`config.mk`:
```
export PLATFORM = sky130hd
export DESIGN_NAME = i2c_crc_target
export DESIGN_NICKNAME = d
export VERILOG_FILES = /design/src/rtl/i2c_tgt_pkg.sv /design/src/rtl/i2c_pin_sync.sv /design/src/rtl/i2c_crc8_acc.sv /design/src/rtl/i2c_crc_target.sv
export SDC_FILE = /design/constraint.sdc
export NUM_CORES = 1
export LEC_CHECK = 0
export BUFFER_PORTS_ARGS = -buffer_cell sky130_fd_sc_hd__buf_2
export CAP_MARGIN = 0
export CORE_MARGIN = 5
export CORE_UTILIZATION = 35
export CTS_CLUSTER_SIZE = 8
export DETAILED_ROUTE_END_ITERATION = 6
export MAX_ROUTING_LAYER = met4
export PLACE_DENSITY = 0.59
export SLEW_MARGIN = 25
export SYNTH_ARGS = -nofsm -noshare
export SYNTH_HDL_FRONTEND = slang
export SYNTH_SLANG_ARGS = --single-unit
```
`constraint.sdc`:
```
create_clock -name clk -period 3.6 [get_ports clk]
set_clock_uncertainty 0.1 [all_clocks]
set_input_delay 0.54 -clock clk [delete_from_list [all_inputs] [get_ports clk]]
set_output_delay 0.54 -clock clk [all_outputs]
set_load 0.1 [all_outputs]
```
`src/rtl/i2c_tgt_pkg.sv`:
```
package i2c_tgt_pkg;

  localparam int BYTE_W = 8;
  localparam logic [BYTE_W-1:0] CRC_POLY = 8'h07;

  typedef enum logic [2:0] {
    ST_IDLE,
    ST_RX,
    ST_RX_ACK,
    ST_TX,
    ST_TX_ACK
  } tgt_state_t;

  typedef enum logic [1:0] {
    RL_ADDR,
    RL_PTR,
    RL_DATA,
    RL_CRC
  } byte_role_t;

  function automatic logic [BYTE_W-1:0] crc8_step(input logic [BYTE_W-1:0] acc,
                                                   input logic [BYTE_W-1:0] din);
    logic [BYTE_W-1:0] c;
    c = acc ^ din;
    for (int i = 0; i < BYTE_W; i++) begin
      c = c[BYTE_W-1] ? ((c << 1) ^ CRC_POLY) : (c << 1);
    end
    return c;
  endfunction

endpackage

```
`src/rtl/i2c_pin_sync.sv`:
```
module i2c_pin_sync #(
  parameter int STAGES = 2,
  parameter int LINES  = 2
) (
  input  logic             clk,
  input  logic             rst,
  input  logic [LINES-1:0] raw,
  output logic [LINES-1:0] cur,
  output logic [LINES-1:0] prev
);

  for (genvar g = 0; g < LINES; g++) begin : g_line
    logic [STAGES:0] chain;
    always_ff @(posedge clk) begin
      if (rst) chain <= '1;
      else     chain <= {chain[STAGES-1:0], raw[g]};
    end
    assign cur[g]  = chain[STAGES-1];
    assign prev[g] = chain[STAGES];
  end

endmodule

```
`src/rtl/i2c_crc8_acc.sv`:
```
module i2c_crc8_acc
  import i2c_tgt_pkg::*;
(
  input  logic              clk,
  input  logic              rst,
  input  logic              clr,
  input  logic              feed,
  input  logic [BYTE_W-1:0] din,
  output logic [BYTE_W-1:0] crc
);

  always_ff @(posedge clk) begin
    if (rst || (clr && !feed)) crc <= '0;
    else if (feed)             crc <= crc8_step(clr ? '0 : crc, din);
  end

endmodule

```
`src/rtl/i2c_crc_target.sv`:
```
module i2c_crc_target
  import i2c_tgt_pkg::*;
#(
  parameter int REG_AW      = 8,
  parameter int SYNC_STAGES = 2
) (
  input  logic              clk,
  input  logic              rst,
  input  logic              scl_i,
  input  logic              sda_i,
  output logic              sda_oe,
  input  logic [6:0]        dev_addr,
  input  logic              crc_en,
  output logic [REG_AW-1:0] reg_addr,
  output logic [7:0]        reg_wdata,
  output logic              reg_we,
  input  logic [7:0]        reg_rdata
);

  localparam int CNT_W = $clog2(BYTE_W);
  localparam logic [CNT_W-1:0] LAST_BIT = CNT_W'(BYTE_W - 1);

  logic [1:0] pin_cur, pin_prev;
  logic scl_s, sda_s, scl_p, sda_p;
  logic scl_rise, scl_fall, start_evt, stop_evt;

  i2c_pin_sync #(.STAGES(SYNC_STAGES), .LINES(2)) u_sync (
    .clk(clk), .rst(rst), .raw({scl_i, sda_i}), .cur(pin_cur), .prev(pin_prev)
  );

  assign {scl_s, sda_s} = pin_cur;
  assign {scl_p, sda_p} = pin_prev;
  assign scl_rise  = scl_s & ~scl_p;
  assign scl_fall  = ~scl_s & scl_p;
  assign start_evt = scl_s & scl_p & sda_p & ~sda_s;
  assign stop_evt  = scl_s & scl_p & ~sda_p & sda_s;

  tgt_state_t        st;
  byte_role_t        role;
  logic [CNT_W-1:0]  bitcnt;
  logic [BYTE_W-1:0] shreg, pend_d, rx_byte, crc_val, crc_din;
  logic              rw, phase, ackval, pend_v;
  logic              addr_hit, rx_done, ack_end, hack_end, load_rd, load_crc;
  logic              crc_clr, crc_feed;

  assign rx_byte  = {shreg[BYTE_W-2:0], sda_s};
  assign addr_hit = (rx_byte[7:1] == dev_addr);
  assign rx_done  = (st == ST_RX) && scl_rise && (bitcnt == LAST_BIT);
  assign ack_end  = (st == ST_RX_ACK) && scl_fall && phase;
  assign hack_end = (st == ST_TX_ACK) && scl_fall && phase;
  assign load_crc = hack_end && (role == RL_DATA) && crc_en;
  assign load_rd  = (ack_end && ackval && (role == RL_ADDR) && rw) ||
                    (hack_end && !((role == RL_DATA) && crc_en));

  // CRC scope: everything since START or since the last CRC byte.
  always_comb begin
    crc_clr  = 1'b0;
    crc_feed = 1'b0;
    crc_din  = rx_byte;
    if (start_evt) begin
      crc_clr = 1'b1;
    end else if (rx_done) begin
      if (role == RL_CRC)                   crc_clr  = 1'b1;
      else if (role != RL_ADDR || addr_hit) crc_feed = 1'b1;
    end else if (load_crc) begin
      crc_clr = 1'b1;
    end else if (load_rd) begin
      crc_feed = 1'b1;
      crc_din  = reg_rdata;
    end
  end

  i2c_crc8_acc u_crc (
    .clk(clk), .rst(rst), .clr(crc_clr), .feed(crc_feed), .din(crc_din), .crc(crc_val)
  );

  always_ff @(posedge clk) begin
    if (rst) begin
      st        <= ST_IDLE;
      role      <= RL_ADDR;
      bitcnt    <= '0;
      shreg     <= '0;
      pend_d    <= '0;
      pend_v    <= 1'b0;
      rw        <= 1'b0;
      phase     <= 1'b0;
      ackval    <= 1'b0;
      sda_oe    <= 1'b0;
      reg_addr  <= '0;
      reg_wdata <= '0;
      reg_we    <= 1'b0;
    end else begin
      reg_we <= 1'b0;
      if (reg_we) reg_addr <= reg_addr + REG_AW'(1);
      if (start_evt) begin
        st     <= ST_RX;
        role   <= RL_ADDR;
        bitcnt <= '0;
        sda_oe <= 1'b0;
        pend_v <= 1'b0;
      end else if (stop_evt) begin
        st     <= ST_IDLE;
        sda_oe <= 1'b0;
        pend_v <= 1'b0;
      end else begin
        case (st)
          ST_RX: if (scl_rise) begin
            shreg  <= rx_byte;
            bitcnt <= bitcnt + CNT_W'(1);
            if (bitcnt == LAST_BIT) begin
              st     <= ST_RX_ACK;
              phase  <= 1'b0;
              ackval <= 1'b1;
              case (role)
                RL_ADDR: if (!addr_hit) st <= ST_IDLE;
                         else           rw <= rx_byte[0];
                RL_PTR:  reg_addr <= REG_AW'(rx_byte);
                RL_DATA: if (crc_en) begin
                  pend_d <= rx_byte;
                  pend_v <= 1'b1;
                end else begin
                  reg_wdata <= rx_byte;
                  reg_we    <= 1'b1;
                end
                default: begin
                  if (pend_v && rx_byte == crc_val) begin
                    reg_wdata <= pend_d;
                    reg_we    <= 1'b1;
                  end else begin
                    ackval <= 1'b0;
                  end
                  pend_v <= 1'b0;
                end
              endcase
            end
          end
          ST_RX_ACK: if (scl_fall) begin
            if (!phase) begin
              phase  <= 1'b1;
              sda_oe <= ackval;
            end else begin
              phase  <= 1'b0;
              bitcnt <= '0;
              sda_oe <= 1'b0;
              if (!ackval) begin
                st <= ST_IDLE;
              end else if (role == RL_ADDR && rw) begin
                st     <= ST_TX;
                role   <= RL_DATA;
                shreg  <= reg_rdata;
                sda_oe <= ~reg_rdata[7];
              end else begin
                st <= ST_RX;
                case (role)
                  RL_ADDR: role <= RL_PTR;
                  RL_DATA: role <= crc_en ? RL_CRC : RL_DATA;
                  default: role <= RL_DATA;
                endcase
              end
            end
          end
          ST_TX: if (scl_fall) begin
            if (bitcnt == LAST_BIT) begin
              sda_oe <= 1'b0;
              st     <= ST_TX_ACK;
              phase  <= 1'b0;
              bitcnt <= '0;
              if (role == RL_DATA) reg_addr <= reg_addr + REG_AW'(1);
            end else begin
              shreg  <= {shreg[BYTE_W-2:0], 1'b0};
              sda_oe <= ~shreg[BYTE_W-2];
              bitcnt <= bitcnt + CNT_W'(1);
            end
          end
          ST_TX_ACK: begin
            if (scl_rise && !phase) begin
              if (sda_s) st    <= ST_IDLE;
              else       phase <= 1'b1;
            end else if (hack_end) begin
              phase  <= 1'b0;
              bitcnt <= '0;
              st     <= ST_TX;
              if (load_crc) begin
                role   <= RL_CRC;
                shreg  <= crc_val;
                sda_oe <= ~crc_val[7];
              end else begin
                role   <= RL_DATA;
                shreg  <= reg_rdata;
                sda_oe <= ~reg_rdata[7];
              end
            end
          end
          default: ;
        endcase
      end
    end
  end

  // SDA is only pulled low in response to an SCL falling edge
  a_r10_drive_on_low: assert property (@(posedge clk) disable iff (rst)
    $rose(sda_oe) |-> $past(scl_fall));
  // bus released right after STOP
  a_r10_stop_release: assert property (@(posedge clk) disable iff (rst)
    stop_evt |=> !sda_oe);
  // an idle target never drives the bus
  a_r1_idle_quiet: assert property (@(posedge clk) disable iff (rst)
    (st == ST_IDLE) |-> !sda_oe);
  // write strobe is a single cycle
  a_r2_we_pulse: assert property (@(posedge clk) disable iff (rst)
    reg_we |=> !reg_we);
  // pointer advances after each write
  a_r3_ptr_inc: assert property (@(posedge clk) disable iff (rst)
    reg_we |=> (reg_addr == $past(reg_addr) + REG_AW'(1)));
  // quiet outputs on leaving reset
  a_r11_reset_quiet: assert property (@(posedge clk) disable iff (rst)
    $fell(rst) |-> (!sda_oe && !reg_we));

endmodule

```
# ---- Yosys cells after proc, flatten, opt, wreduce, memory -nomap -nowiden
# Index checks and enable logic that the tools add are counted.
dict set report totals {
  word_cells 235
  reg_bits 59
  out_inout_bits 18
}
dict set report classes {
  reduce_logical 47
  n_eq_ne 34
  n_bitwise 29
  mux 106
  add_sub_neg 2
}
# op n
set ops {}
lappend ops {{$mux 8} 16}
lappend ops {{$mux 3} 24}
lappend ops {{$mux 7} 10}
lappend ops {{$mux 1} 35}
lappend ops {{$pmux 8 s2} 2}
lappend ops {{$pmux 7 s4} 1}
lappend ops {{$not 3->3} 8}
lappend ops {{$pmux 3 s4} 2}
lappend ops {{$reduce_and 8->1} 3}
lappend ops {{$ne 2x2->1 const B} 11}
lappend ops {{$reduce_and 7->1} 3}
lappend ops {{$mux 2} 10}
lappend ops {{$ne 4x4->1 const B} 5}
lappend ops {{$reduce_and 9->1} 2}
lappend ops {{$logic_and 1x1->1} 17}
lappend ops {{$reduce_and 5->1} 3}
lappend ops {{$not 1->1} 13}
lappend ops {{$reduce_and 12->1} 1}
lappend ops {{$ne 5x4->1 const B} 2}
lappend ops {{$add 8x1->8 const B} 1}
lappend ops {{$eq 8x8->1} 1}
lappend ops {{$pmux 2 s2} 2}
lappend ops {{$xor 8x8->8} 1}
lappend ops {{$and 1x1->1} 7}
lappend ops {{24 further kinds} 38}

# ---- Logic depth before layout (Yosys ltp)
# Gate-level depths: netlist of run 1.
dict set report depth {
  depth_word 29
  ltp_mapped 10
  ltp_nobuf 8
}

# ---- Cells and area by module
# From an unflattened synthesis of run 1, not the netlist that was laid out.
dict set report hier_totals {
  hier_cells 467
  hier_area_um2 4042.6
}
# mod cells_per_inst seq_area_each_um2 instances area_each_um2
set by_module_without_submodules {}
lappend by_module_without_submodules {i2c_crc_target 377 900.9 1 3155.5}
lappend by_module_without_submodules {i2c_crc8_acc 74 160.2 1 699.4}
lappend by_module_without_submodules {i2c_pin_sync 16 120.1 1 187.7}

# ---- Worst setup path after synthesis of run 1
# No wires, ideal clock.
dict set report synth_path {
  path_type {flip-flop to flip-flop}
  startpoint {register bitcnt[0]}
  endpoint {register u_crc.crc[2]}
  arrival_ns 2.699
  period_less_slack_ns 2.878
  n_path_buf 2
  slack_ns 0.722
  setup_time_ns 0.079
  stages_incl_launch_ff 11
  cell_sequence {dfxtp_1 > ha_1 > ha_1 > clkbuf_1 > and3_1 > buf_2 > a311o_2 > nor3_1 > xnor3_2 > xnor3_1 > a211oi_2}
}
dict set report synth_between {
  elab_chain_len 11
  word_cells_on_any_way 22
  classes_between {1 x eq/ne; 12 x mux; 5 x bitwise; 4 x reduce/logical}
}
# item line_no
set synth_rtl {}
lappend synth_rtl {{from (decl)} i2c_crc_target.sv:40} ;# logic [CNT_W-1:0] bitcnt;
lappend synth_rtl {{from (signal assigned)} i2c_crc_target.sv:109} ;# bitcnt <= bitcnt + CNT_W'(1);
lappend synth_rtl {{from (signal assigned)} i2c_crc_target.sv:172} ;# bitcnt <= bitcnt + CNT_W'(1);
lappend synth_rtl {{$eq 3x3->1 *} i2c_crc_target.sv:48} ;# assign rx_done = (st == ST_RX) && scl_rise && (bitcnt == LAST_BIT);
lappend synth_rtl {{$logic_and 1x1->1 *} i2c_crc_target.sv:48}
lappend synth_rtl {{$mux 1} i2c_crc_target.sv:62} ;# end else if (rx_done) begin
lappend synth_rtl {{$mux 1} i2c_crc_target.sv:60} ;# if (start_evt) begin
lappend synth_rtl {{$mux 8} i2c_crc8_acc.sv:14} ;# else if (feed) crc <= crc8_step(clr ? '0 : crc, din);
lappend synth_rtl {{$xor 8x8->8} i2c_tgt_pkg.sv:24} ;# c = acc ^ din;
lappend synth_rtl {{$mux 3 or $not 3->3 (tied branches)} n/a}
lappend synth_rtl {{$not 3->3 (no source line) or $mux 3 (tied branches)} n/a}
lappend synth_rtl {{$mux 3 or $not 3->3 (tied branches)} n/a}
lappend synth_rtl {{$not 3->3 (no source line) or $mux 3 (tied branches)} n/a}
lappend synth_rtl {{$mux 3} i2c_tgt_pkg.sv:26} ;# c = c[BYTE_W-1] ? ((c << 1) ^ CRC_POLY) : (c << 1);
lappend synth_rtl {{to (signal assigned)} i2c_crc8_acc.sv:14}
lappend synth_rtl {{to (decl)} i2c_crc8_acc.sv:9} ;# output logic [BYTE_W-1:0] crc
# Every way passes the cells marked *; elsewhere a longest branch is shown, timed or not.
# A chain may end at the register's enable or synchronous reset.

# ---- Worst setup path in the final report of run 1
dict set report layout_path {
  startpoint {register st[1]}
  endpoint {register u_crc.crc[4]}
}
dict set report layout_between {
  elab_chain_len 17
  word_cells_on_any_way 37
  classes_between {3 x eq/ne; 15 x mux; 3 x bitwise; 16 x reduce/logical}
}
# item line_no
set layout_rtl {}
lappend layout_rtl {{from (decl)} i2c_crc_target.sv:38} ;# tgt_state_t st;
lappend layout_rtl {{from (signal assigned)} i2c_crc_target.sv:79} ;# st <= ST_IDLE;
lappend layout_rtl {{from (signal assigned)} i2c_crc_target.sv:96} ;# st <= ST_RX;
lappend layout_rtl {{from (signal assigned)} i2c_crc_target.sv:102} ;# st <= ST_IDLE;
lappend layout_rtl {{$eq 3x2->1} i2c_crc_target.sv:49} ;# assign ack_end = (st == ST_RX_ACK) && scl_fall && phase;
lappend layout_rtl {{$logic_and 1x1->1 (2 in series)} i2c_crc_target.sv:49}
lappend layout_rtl {{$logic_and 1x1->1 (3 in series)} i2c_crc_target.sv:52} ;# assign load_rd = (ack_end && ackval && (role == RL_ADDR) && rw) ||
lappend layout_rtl {{$logic_or 1x1->1} i2c_crc_target.sv:52}
lappend layout_rtl {{$mux 8} i2c_crc_target.sv:67} ;# end else if (load_rd) begin
lappend layout_rtl {{$mux 8} i2c_crc_target.sv:65} ;# end else if (load_crc) begin
lappend layout_rtl {{$mux 8} i2c_crc_target.sv:62}
lappend layout_rtl {{$mux 8} i2c_crc_target.sv:60}
lappend layout_rtl {{$xor 8x8->8} i2c_tgt_pkg.sv:24}
lappend layout_rtl {{$mux 3} i2c_tgt_pkg.sv:26}
lappend layout_rtl {{$not 3->3 (no source line)} n/a}
lappend layout_rtl {{$mux 3} i2c_tgt_pkg.sv:26}
lappend layout_rtl {{$not 3->3 (no source line)} n/a}
lappend layout_rtl {{$mux 3} i2c_tgt_pkg.sv:26}
# Parallel ways exist; a longest one is shown, timed or not.

==> impl_metrics.tcl, run 1 <==
set metrics [dict create \
    cts_repair_resize_count 0 \
    timing.rr.end "u_crc.crc[4]" \
    yosys.area.top_type "sky130_fd_sc_hd__dfxtp_1" \
    rows 38 \
    timing.final.ws_setup_ns 0.5746 \
    die_w_um 114.3 \
    timing_worst_slew_pin_value_ns 0.7811 \
    max-slew-margin-rel_pct 47.24 \
    crit_type "reg -> reg" \
    power_switching_share_pct 26.08 \
    number_of_register_bits_inferred_by_synthesis 59 \
    route.antenna.remaining_nets 0 \
    vias 3490 \
    global_route_wire_length_before_repair_um 17870 \
    cellInternalPower_mw 1.015 \
    route.detailed.wl_per_inst_um 16.62 \
    die-height_um 114.3 \
    worst_setup_path_end_kind "register" \
    setup_repair_after_global_routing_missed_its_margin "false" \
    power.leakage_nw 1.529 \
    netlist_instances 472 \
    outcome "complete, no violations" \
    synth_warnings 0 \
    grt_pass1_vias 3469 \
    grt_max_degree 40 \
    number_of_clock_sinks 59 \
    syn_nets 495 \
    num-nets-final 515 \
    clkSlewWorstSetupHoldPaths_ns 0.08 \
    setup.worst_path.start_class "register" \
    timing.critical_path.from "st[1]" \
    post_synth_num_cell_types 63 \
    timing.reg2reg.worst_path_depth 8 \
    synthesized_area_divided_by_synthesized_cell_count_sq_um 8.064 \
    period_needed_ns 3.025 \
    cts.hold.buffers_added 0 \
    core_outline_area_sq_um 10750 \
    hpwl_detailed_um 7616 \
    syn_to_final_growth_pct 12.75 \
    first_pass_iters 5 \
    cts_setup_buffers 0 \
    final_design_area_no_fill_sq_um 4292 \
    pre_cts_slack_ns 0.5944 \
    detail_route.wirelength_um 10580 \
    grt_overflow_total 0 \
    clock_power_share_pct 45.5 \
    synth_area_leaders "sky130_fd_sc_hd__dfxtp_1, sky130_fd_sc_hd__xnor2_1, sky130_fd_sc_hd__nor2_1" \
    maxSlewViolCount 0 \
    num-fill-cells 1172 \
    finish.utilization_pct 39.94 \
    yosys.cell_count.top_type "sky130_fd_sc_hd__nor2_1" \
    cp_data_required_time_ns 3.78 \
    gp_routability_congestion 0.9201 \
    synth_sequential_area_ratio_pct 31.03 \
    crit_path_end "u_crc.crc[4]" \
    vdd_drop_max_mv 0.1351 \
    pwr_density_cell_nw_per_um2 320.1 \
    netlist_area_sq_um 3806 \
    diodes 0 \
    timing.setup.tns_ns 0 \
    r2r_slack_ns 0.57 \
    clock_latency_ns 0.36 \
    root_buffer "sky130_fd_sc_hd__clkbuf_8" \
    multi_input_logic_area_sq_um 2440 \
    initial_core_util_pct 35.42 \
    worstPathArrival_ns 3.21 \
    route.detailed.vias_per_inst 5.479 \
    portBuffers 37 \
    synth-edff-count 0 \
    synth.top_cell.area_share_pct 31.03 \
    remaining_drc_errors 0 \
    grt_use_total_pct 17.69 \
    worstPathMaxFanout 14 \
    post_synth_most_frequent_cells "sky130_fd_sc_hd__nor2_1, sky130_fd_sc_hd__dfxtp_1, sky130_fd_sc_hd__nand2_1" \
    layout_worst_path_cycle_share_pct 84.04 \
    floorplan.die_area_sq_um 13060 \
    seqCellArea_sq_um 1181 \
    timing.final.hold_violations 0 \
    power.sequential.fraction_pct 48.1 \
    netSwitchingPower_uw 358.3 \
    highest_achievable_clock_rate_mhz 330.5 \
    cts_max_level 3 \
    tritoncts "done" \
    drt-initial-drc-count 285 \
    maxCapViolations 0 \
    drive_gt1_share_pct 17.10 \
    report.final.setup_viol 0 \
    synth_top_flop_cell "sky130_fd_sc_hd__dfxtp_1" \
    numCtsBuffers 9 \
    ios 38 \
    comb_power_share_pct 6.4 \
    critical_path.reg2reg.startpoint "st[1]" \
    antenna_violations_before_repair 0 \
    synthArstFlopShare_pct 0 \
    holdWs_ns 0.2570 \
    placedInstanceArea_sq_um 4090 \
    hold_path_class "in -> reg" \
    cts_max_path_buffers 2 \
]
[how the worst min path moves through the flow]
stage	startpoint	to	slack [ns]	cells past startpoint
finish	scl_i	u_sync.g_line[1].chain[0]	0.26	2
detailed placement	u_sync.g_line[0].chain[0]	u_sync.g_line[0].chain[1]	0.30	1
global route	sda_i	u_sync.g_line[0].chain[0]	0.25	2
global placement	u_sync.g_line[0].chain[0]	u_sync.g_line[0].chain[1]	0.30	1
floorplan	u_sync.g_line[0].chain[0]	u_sync.g_line[0].chain[1]	0.29	1
CTS	scl_i	u_sync.g_line[1].chain[0]	0.24	2
[stage by stage]
stage / total power, mW / std cells
CTS: 1.392 / 637
global route: 1.430 / 637
global placement: 0.7628 / 621
detailed placement: 0.7632 / 621
finish: 1.374 / 637
floorplan: 0.7316 / 472
[placed cells by master (no fill, tap or decap), drive strengths merged, types with 14 or more instances in the layout]
cell type   n
nand2      46
buf        50
a211oi     14
xor2       18
dfxtp      59
a21oi      25
mux2i      21
xnor2      39
nor2       64
[worst max-delay path: stages, from the launching register on]
cell and delay (ns):
sky130_fd_sc_hd__dfxtp_1 0.64, sky130_fd_sc_hd__nor3b_1 0.48, sky130_fd_sc_hd__a22oi_2 0.15, sky130_fd_sc_hd__nor2_2 0.16, sky130_fd_sc_hd__buf_4 0.23, sky130_fd_sc_hd__mux2i_1 0.29
sky130_fd_sc_hd__xnor3_1 0.45, sky130_fd_sc_hd__or3_1 0.32, sky130_fd_sc_hd__a21oi_1 0.14
[state kept, by name, summed over array words and instances (netlist names), 2 cells and up]
| name | count |
|---|---|
| st | 3 |
| shreg | 7 |
| reg_wdata | 8 |
| reg_addr | 8 |
| u_crc.crc | 8 |
| bitcnt | 3 |
| role | 2 |
| u_sync.g_line.chain | 6 |
| pend_d | 8 |
[metal layers]
layer  global-route usage, %  vias up  part of all wire (%)
li1                        -     1712                     -
met1                   23.31     1667                    49
met2                   26.74       95                    45
met3                   2.696       16                   3.9
met4                   8.076        0                   2.3
met5                       -        -                     0
[kinds of logic after synthesis]
logic type               count (synthesis)  share of synthesized area (%)
buffers and inverters                   44                          4.865
multiplexers                            22                          5.818
XOR/XNOR                                60                          14.92
AO/OA/AOI/OAI                          101                          18.54
adder cells (fa/ha/maj)                  3                         0.9863
flip-flops                              59                          31.03
AND/OR/NAND/NOR                        183                          23.83
[area by class of cell]
type / count / share of cell area [%]
multi-input combinational: 369 / 56.85
clock buffer: 9 / 2.886
sequential: 59 / 27.52
clock inverter: 7 / 1.808
tap: 140 / 4.082
inverter: 3 / 0.2624
timing repair buffer: 50 / 6.589
[power groups by stage]
| stage | Combinational [mW] | Clock (mW) | Sequential, mW |
|---|---|---|---|
| 2_1_floorplan | 0.0583 | 0 | 0.673 |
| 3_3_place_gp | 0.0870 | 0 | 0.676 |
| 3_5_place_dp | 0.0873 | 0 | 0.676 |
| 4_1_cts | 0.0876 | 0.644 | 0.661 |
| 5_1_grt | 0.0969 | 0.672 | 0.661 |
| 6_report | 0.0876 | 0.625 | 0.661 |
No activity file was read; power rests on OpenSTA's default activity.
==> run 2, diff against run 1 <==
--- a/config.mk
+++ b/config.mk
@@ -12,7 +12,7 @@
 export CTS_CLUSTER_SIZE = 8
 export DETAILED_ROUTE_END_ITERATION = 6
 export MAX_ROUTING_LAYER = met4
-export PLACE_DENSITY = 0.59
+export PLACE_DENSITY = 0.61
 export SLEW_MARGIN = 25
 export SYNTH_ARGS = -nofsm -noshare
 export SYNTH_HDL_FRONTEND = slang
==> constraint.sdc (replaced) <==
create_clock -name clk -period 2.7 [get_ports clk]
set_clock_uncertainty 0.1 [all_clocks]
set_input_delay 0.405 -clock clk [delete_from_list [all_inputs] [get_ports clk]]
set_output_delay 0.405 -clock clk [all_outputs]
set_load 0.1 [all_outputs]
==> run 2 against run 1 <==
Count of clock-buffer cells in the layout increased by 4. Fmax rose by 21%. Sequential cell count stayed put. Sequential power increased by 33%. Sequential share of layout area decreased by 1.2 points. Wire length increased by 3.8%. Critical path depth did not move. Non-clock buffer count up 24. Die area stayed put. Critical path type unchanged. Largest power group unchanged. Highest routed layer unchanged.
==> impl_metrics.tcl, run 2 (synthesis results as in run 1) <==
set metrics [dict create \
    outcome "complete, no violations" \
    grtUsageMet3_pct 4.017 \
    detail_route.wirelength_um 10980 \
    grt_use_met1_pct 24.47 \
    placedInstanceArea_sq_um 4275 \
    timing.reg2reg.worst_path_depth 8 \
    grt_max_degree 24 \
    cts_max_level 3 \
    crit_type "reg -> reg" \
    global_route_wire_length_before_repair_um 18060 \
    initial_core_util_pct 35.42 \
    number_of_clock_sinks 59 \
    grt_overflow_total 0 \
    num-fill-cells 1109 \
    pwr_density_cell_nw_per_um2 405.1 \
    clkSlewWorstSetupHoldPaths_ns 0.08 \
    critical_path.reg2reg.startpoint "role[1]" \
    slowest_stage_cell_on_the_critical_path "sky130_fd_sc_hd__xnor3_1" \
    rows 38 \
    timing.critical_path.cells "nor4bb_1 -> buf_4 -> a22oi_2 -> nor2_4 -> mux2i_1 -> xnor3_1 -> or3_1 -> a21oi_1" \
    antenna_violations_before_repair 0 \
    holdPathStages 2 \
    ios 38 \
    tritoncts "done" \
    cts_max_path_buffers 2 \
    worst_setup_path_end_kind "register" \
    syn_to_final_growth_pct 17.82 \
    crit_path_max_incr_delay_ns 0.46 \
    grt_busiest_layer "met2" \
    highest_achievable_clock_rate_mhz 400.7 \
    period_needed_ns 2.496 \
    instances_no_fill 661 \
    final_design_area_no_fill_sq_um 4484 \
    hpwl_detailed_um 8115 \
    grt_use_total_pct 17.73 \
    report.power.total_mw 1.817 \
    timing.setup.tns_ns 0 \
    route.antenna.remaining_nets 0 \
    report.final.setup_viol 0 \
    timing.final.ws_setup_ns 0.2042 \
    drt-initial-drc-count 348 \
    power.leakage_nw 1.663 \
    cp_data_required_time_ns 2.88 \
    remaining_drc_errors 0 \
    most-common-layout-cells "sky130_fd_sc_hd__nor2_1, sky130_fd_sc_hd__dfxtp_1, sky130_fd_sc_hd__nand2_1" \
    mostFrequentLayoutCell "sky130_fd_sc_hd__nor2_1" \
    crit_buf_inv 1 \
    maxCapViolations 0 \
    timing.final.hold_violations 0 \
    maxSlewViolCount 0 \
    hold_end "u_sync.g_line[0].chain[0]" \
    timing.rr.end "u_crc.crc[4]" \
    portBuffers 37 \
    route.detailed.wl_per_inst_um 16.61 \
    die_w_um 114.3 \
    met2_usage_pct 26.46 \
    drive_gt1_share_pct 21.31 \
    pre_cts_slack_ns 0.07410 \
    vias 3622 \
    cts_repair_resize_count 0 \
    worstPathArrival_ns 2.68 \
    hold_startpoint "sda_i" \
    num-nets-final 539 \
    setup.worst_path.start_class "register" \
    cpLargestDelayFamily "simple AND/OR/NAND/NOR gates" \
    gp_routability_congestion 0.9638 \
    timing_worst_slew_pin_value_ns 0.6188 \
    place_inst 645 \
    setup_repair_after_global_routing_missed_its_margin "false" \
    vdd_drop_max_mv 0.2250 \
    numCtsBuffers 9 \
    root_buffer "sky130_fd_sc_hd__clkbuf_8" \
    layout_worst_path_cycle_share_pct 92.44 \
    diodes 0 \
    clock_latency_ns 0.35 \
    r2r_slack_ns 0.20 \
    route.detailed.vias_per_inst 5.480 \
    grt_pass1_vias 3502 \
    first_pass_iters 5 \
    hold_path_class "in -> reg" \
    cts_setup_buffers 0 \
    max-slew-margin-rel_pct 58.75 \
    floorplan.die_area_sq_um 13060 \
    core_outline_area_sq_um 10750 \
    worstPathMaxFanout 6 \
    die-height_um 114.3 \
    cts.hold.buffers_added 0 \
]
==> run 2: cell type report <==
type                       instances  area [sq um]  share of cell area [%]
sequential                        59          1181                   26.34
multi-input combinational        369          2455                   54.74
clock inverter                     3         20.02                  0.4464
tap                              140         175.2                   3.906
timing repair buffer              74         462.9                   10.32
clock buffer                      13         178.9                   3.990
inverter                           3         11.26                  0.2511
==> run 2: per-stage QoR <==
step	utilization, %	hold slack, ns
floorplan	-	0.2895
global placement	39.79	0.2952
detailed placement	39.79	0.2928
CTS	41.64	0.1424
global route	41.73	0.1217
finish	41.73	0.1471
==> run 2: power breakdown <==
group | total [mW] | switching [mW] | internal (mW) | leakage [nW]
combinational | 0.122 | 0.0721 | 0.0501 | 1.09
sequential | 0.882 | 0.00709 | 0.875 | 0.476
clock | 0.812 | 0.380 | 0.432 | 0.0977
==> run 2: layer usage <==
| layer | vias to the layer above | wire [um] |
|---|---|---|
| met5 | - | 0 |
| met4 | 0 | 96 |
| met1 | 1712 | 5268 |
| li1 | 1760 | - |
| met2 | 140 | 4851 |
| met3 | 10 | 765 |
==> run 2: worst max-delay path by stage <==
stage | start | to | slack (ns) | cells past startpoint
after floorplan | st[2] | u_crc.crc[4] | 0.11 | 9
final | role[1] | u_crc.crc[4] | 0.20 | 8
after global placement | crc_en | u_crc.crc[4] | 0.18 | 9
after detailed placement | st[1] | u_crc.crc[4] | 0.07 | 7
after global routing | u_sync.g_line[1].chain[1] | u_crc.crc[2] | 0.03 | 8
after CTS | st[1] | u_crc.crc[4] | 0.05 | 7
==> run 3, diff against run 2 <==
==> constraint.sdc (replaced) <==
create_clock -name clk -period 2.7 [get_ports clk]
set_clock_uncertainty 0.1 [all_clocks]
set_input_delay 0 -clock clk [delete_from_list [all_inputs] [get_ports clk]]
set_output_delay 0 -clock clk [all_outputs]
set_load 0.1 [all_outputs]
==> run 3 against run 2 <==
The flow now finishes with violations (DRC). Combinational power about the same. Non-clock buffer count unchanged. Die area unchanged. Sequential share of layout area down 0.15 points. Global-route usage up 0.071 points. Critical path depth unchanged. First-iteration DRC count down 8.9%. Highest routed layer unchanged.
==> impl_metrics.tcl, run 3 (synthesis results as in run 1) <==
set metrics [dict create \
    outcome "finished, violations left" \
    failed_checks "DRC" \
    ios 38 \
    worstPathArrival_ns 2.74 \
    hold_path_class "in -> reg" \
    timing_worst_slew_pin_value_ns 0.5804 \
    drive_gt1_share_pct 20.73 \
    route.detailed.wl_per_inst_um 16.54 \
    route.antenna.remaining_nets 0 \
    hpwl_detailed_um 8128 \
    grt_use_total_pct 17.80 \
    die_w_um 114.3 \
    root_buffer "sky130_fd_sc_hd__clkbuf_8" \
    timing.final.hold_violations 0 \
    maxCapViolations 0 \
    highest_achievable_clock_rate_mhz 389.0 \
    numCtsBuffers 9 \
    setup_repair_after_global_routing_missed_its_margin "false" \
    mostFrequentLayoutCell "sky130_fd_sc_hd__nor2_1" \
    drt-initial-drc-count 317 \
    tritoncts "done" \
    vias 3599 \
    clock_latency_ns 0.35 \
    layout_worst_path_cycle_share_pct 95.22 \
    gp_routability_congestion 0.9159 \
    core_outline_area_sq_um 10750 \
    number_of_clock_sinks 59 \
    cp_data_required_time_ns 2.87 \
    period_needed_ns 2.571 \
    grt_pass1_vias 3572 \
    worstPathMaxFanout 9 \
    global_route_wire_length_before_repair_um 17940 \
    die-height_um 114.3 \
    num-nets-final 539 \
    cts_max_level 3 \
    initial_core_util_pct 35.42 \
    power.leakage_nw 1.667 \
    grt_max_degree 40 \
    first_pass_iters 7 \
    max-slew-margin-rel_pct 61.31 \
    floorplan.die_area_sq_um 13060 \
    setup.worst_path.start_class "register" \
    grt_overflow_total 0 \
    remaining_drc_errors 2 \
    report.power.total_mw 1.951 \
    syn_to_final_growth_pct 18.64 \
    timing.final.ws_setup_ns 0.1292 \
    pwr_density_cell_nw_per_um2 432.0 \
    pre_cts_slack_ns 0.05270 \
    crit_type "reg -> reg" \
    route.detailed.vias_per_inst 5.445 \
    report.final.setup_viol 0 \
    clkSlewWorstSetupHoldPaths_ns 0.08 \
    timing.setup.tns_ns 0 \
    vdd_drop_max_mv 0.2441 \
    maxSlewViolCount 0 \
    worst_setup_path_end_kind "register" \
    portBuffers 37 \
    detail_route.wirelength_um 10930 \
    diodes 0 \
    rows 38 \
    most-common-layout-cells "sky130_fd_sc_hd__nor2_1, sky130_fd_sc_hd__dfxtp_1, sky130_fd_sc_hd__nand2_1" \
    antenna_violations_before_repair 0 \
    cts_max_path_buffers 2 \
]
[run 3: changes by cell type in the layout (fill, tap and decap cells not counted), sizes merged]
cell,before,now
buf,74,71
clkbuf,13,10
clkinv,1,2
dlygate4sd3,0,3
bufinv,0,2
[run 3: stage by stage]
step | util (%) | hold WS, ns | instances | cell area, sq um
finish | 42.02 | 0.02351 | 661 | 4516
global route | 42.02 | 0.05043 | 661 | 4516
CTS | 41.97 | 0.002985 | 661 | 4509
detailed placement | 39.58 | 0.08660 | 642 | 4253
global placement | 39.58 | 0.08660 | 642 | 4253
floorplan | - | 0.003811 | 472 | 3811
[run 3: what timing repair did]
action / 4_1_cts / 5_1_grt
gates resized for setup: 0 / 2
hold buffers: 3 / 0
endpoints found under the setup margin: 0 / 3
buffers inserted: 0 / 0
hold endpoints to repair: 4 / 0
[run 3: area by class of cell]
class	instances	area, sq um
Clock buffer	10	137.6
Clock inverter	6	88.84
Fill cell	1096	6230
Inverter	3	11.26
Multi-Input combinational cell	369	2450
Sequential cell	59	1182
Tap cell	140	175.2
Timing Repair Buffer	74	470.5
[run 3: path summary, 6_finish.rpt]
| kind | startpoint | endpoint | slack (ns) | cells after the start |
|---|---|---|---|---|
| min | reg_rdata[3] | u_crc.crc[5] | 0.02 | 4 |
| min reg2reg | u_sync.g_line[0].chain[0] | u_sync.g_line[0].chain[1] | 0.31 | 1 |
| max reg2reg | u_sync.g_line[1].chain[1] | u_crc.crc[2] | 0.13 | 8 |
| max | u_sync.g_line[1].chain[1] | u_crc.crc[2] | 0.13 | 8 |
[run 3: report_power, final]
part,internal [mW],total [mW],switching (mW)
registers,0.875,0.883,0.00759
clock network,0.544,0.944,0.400
logic,0.0525,0.124,0.0717
[run 3: worst max-delay path, cell delays in order, from the launching register on]
cell	delay, ns
sky130_fd_sc_hd__dfxtp_1	0.45
sky130_fd_sc_hd__nand3b_1	0.34
sky130_fd_sc_hd__nor3_4	0.08
sky130_fd_sc_hd__buf_4	0.17
sky130_fd_sc_hd__a311oi_1	0.39
sky130_fd_sc_hd__nand2_1	0.13
sky130_fd_sc_hd__xnor2_1	0.25
sky130_fd_sc_hd__xnor3_1	0.37
sky130_fd_sc_hd__a211oi_2	0.22
[run 3: per-layer routing]
layer,global-route usage [%],part of all wire [%]
met4,6.176,1.3
met5,-,0
met3,2.326,6.5
met1,24.05,48
met2,27.44,45
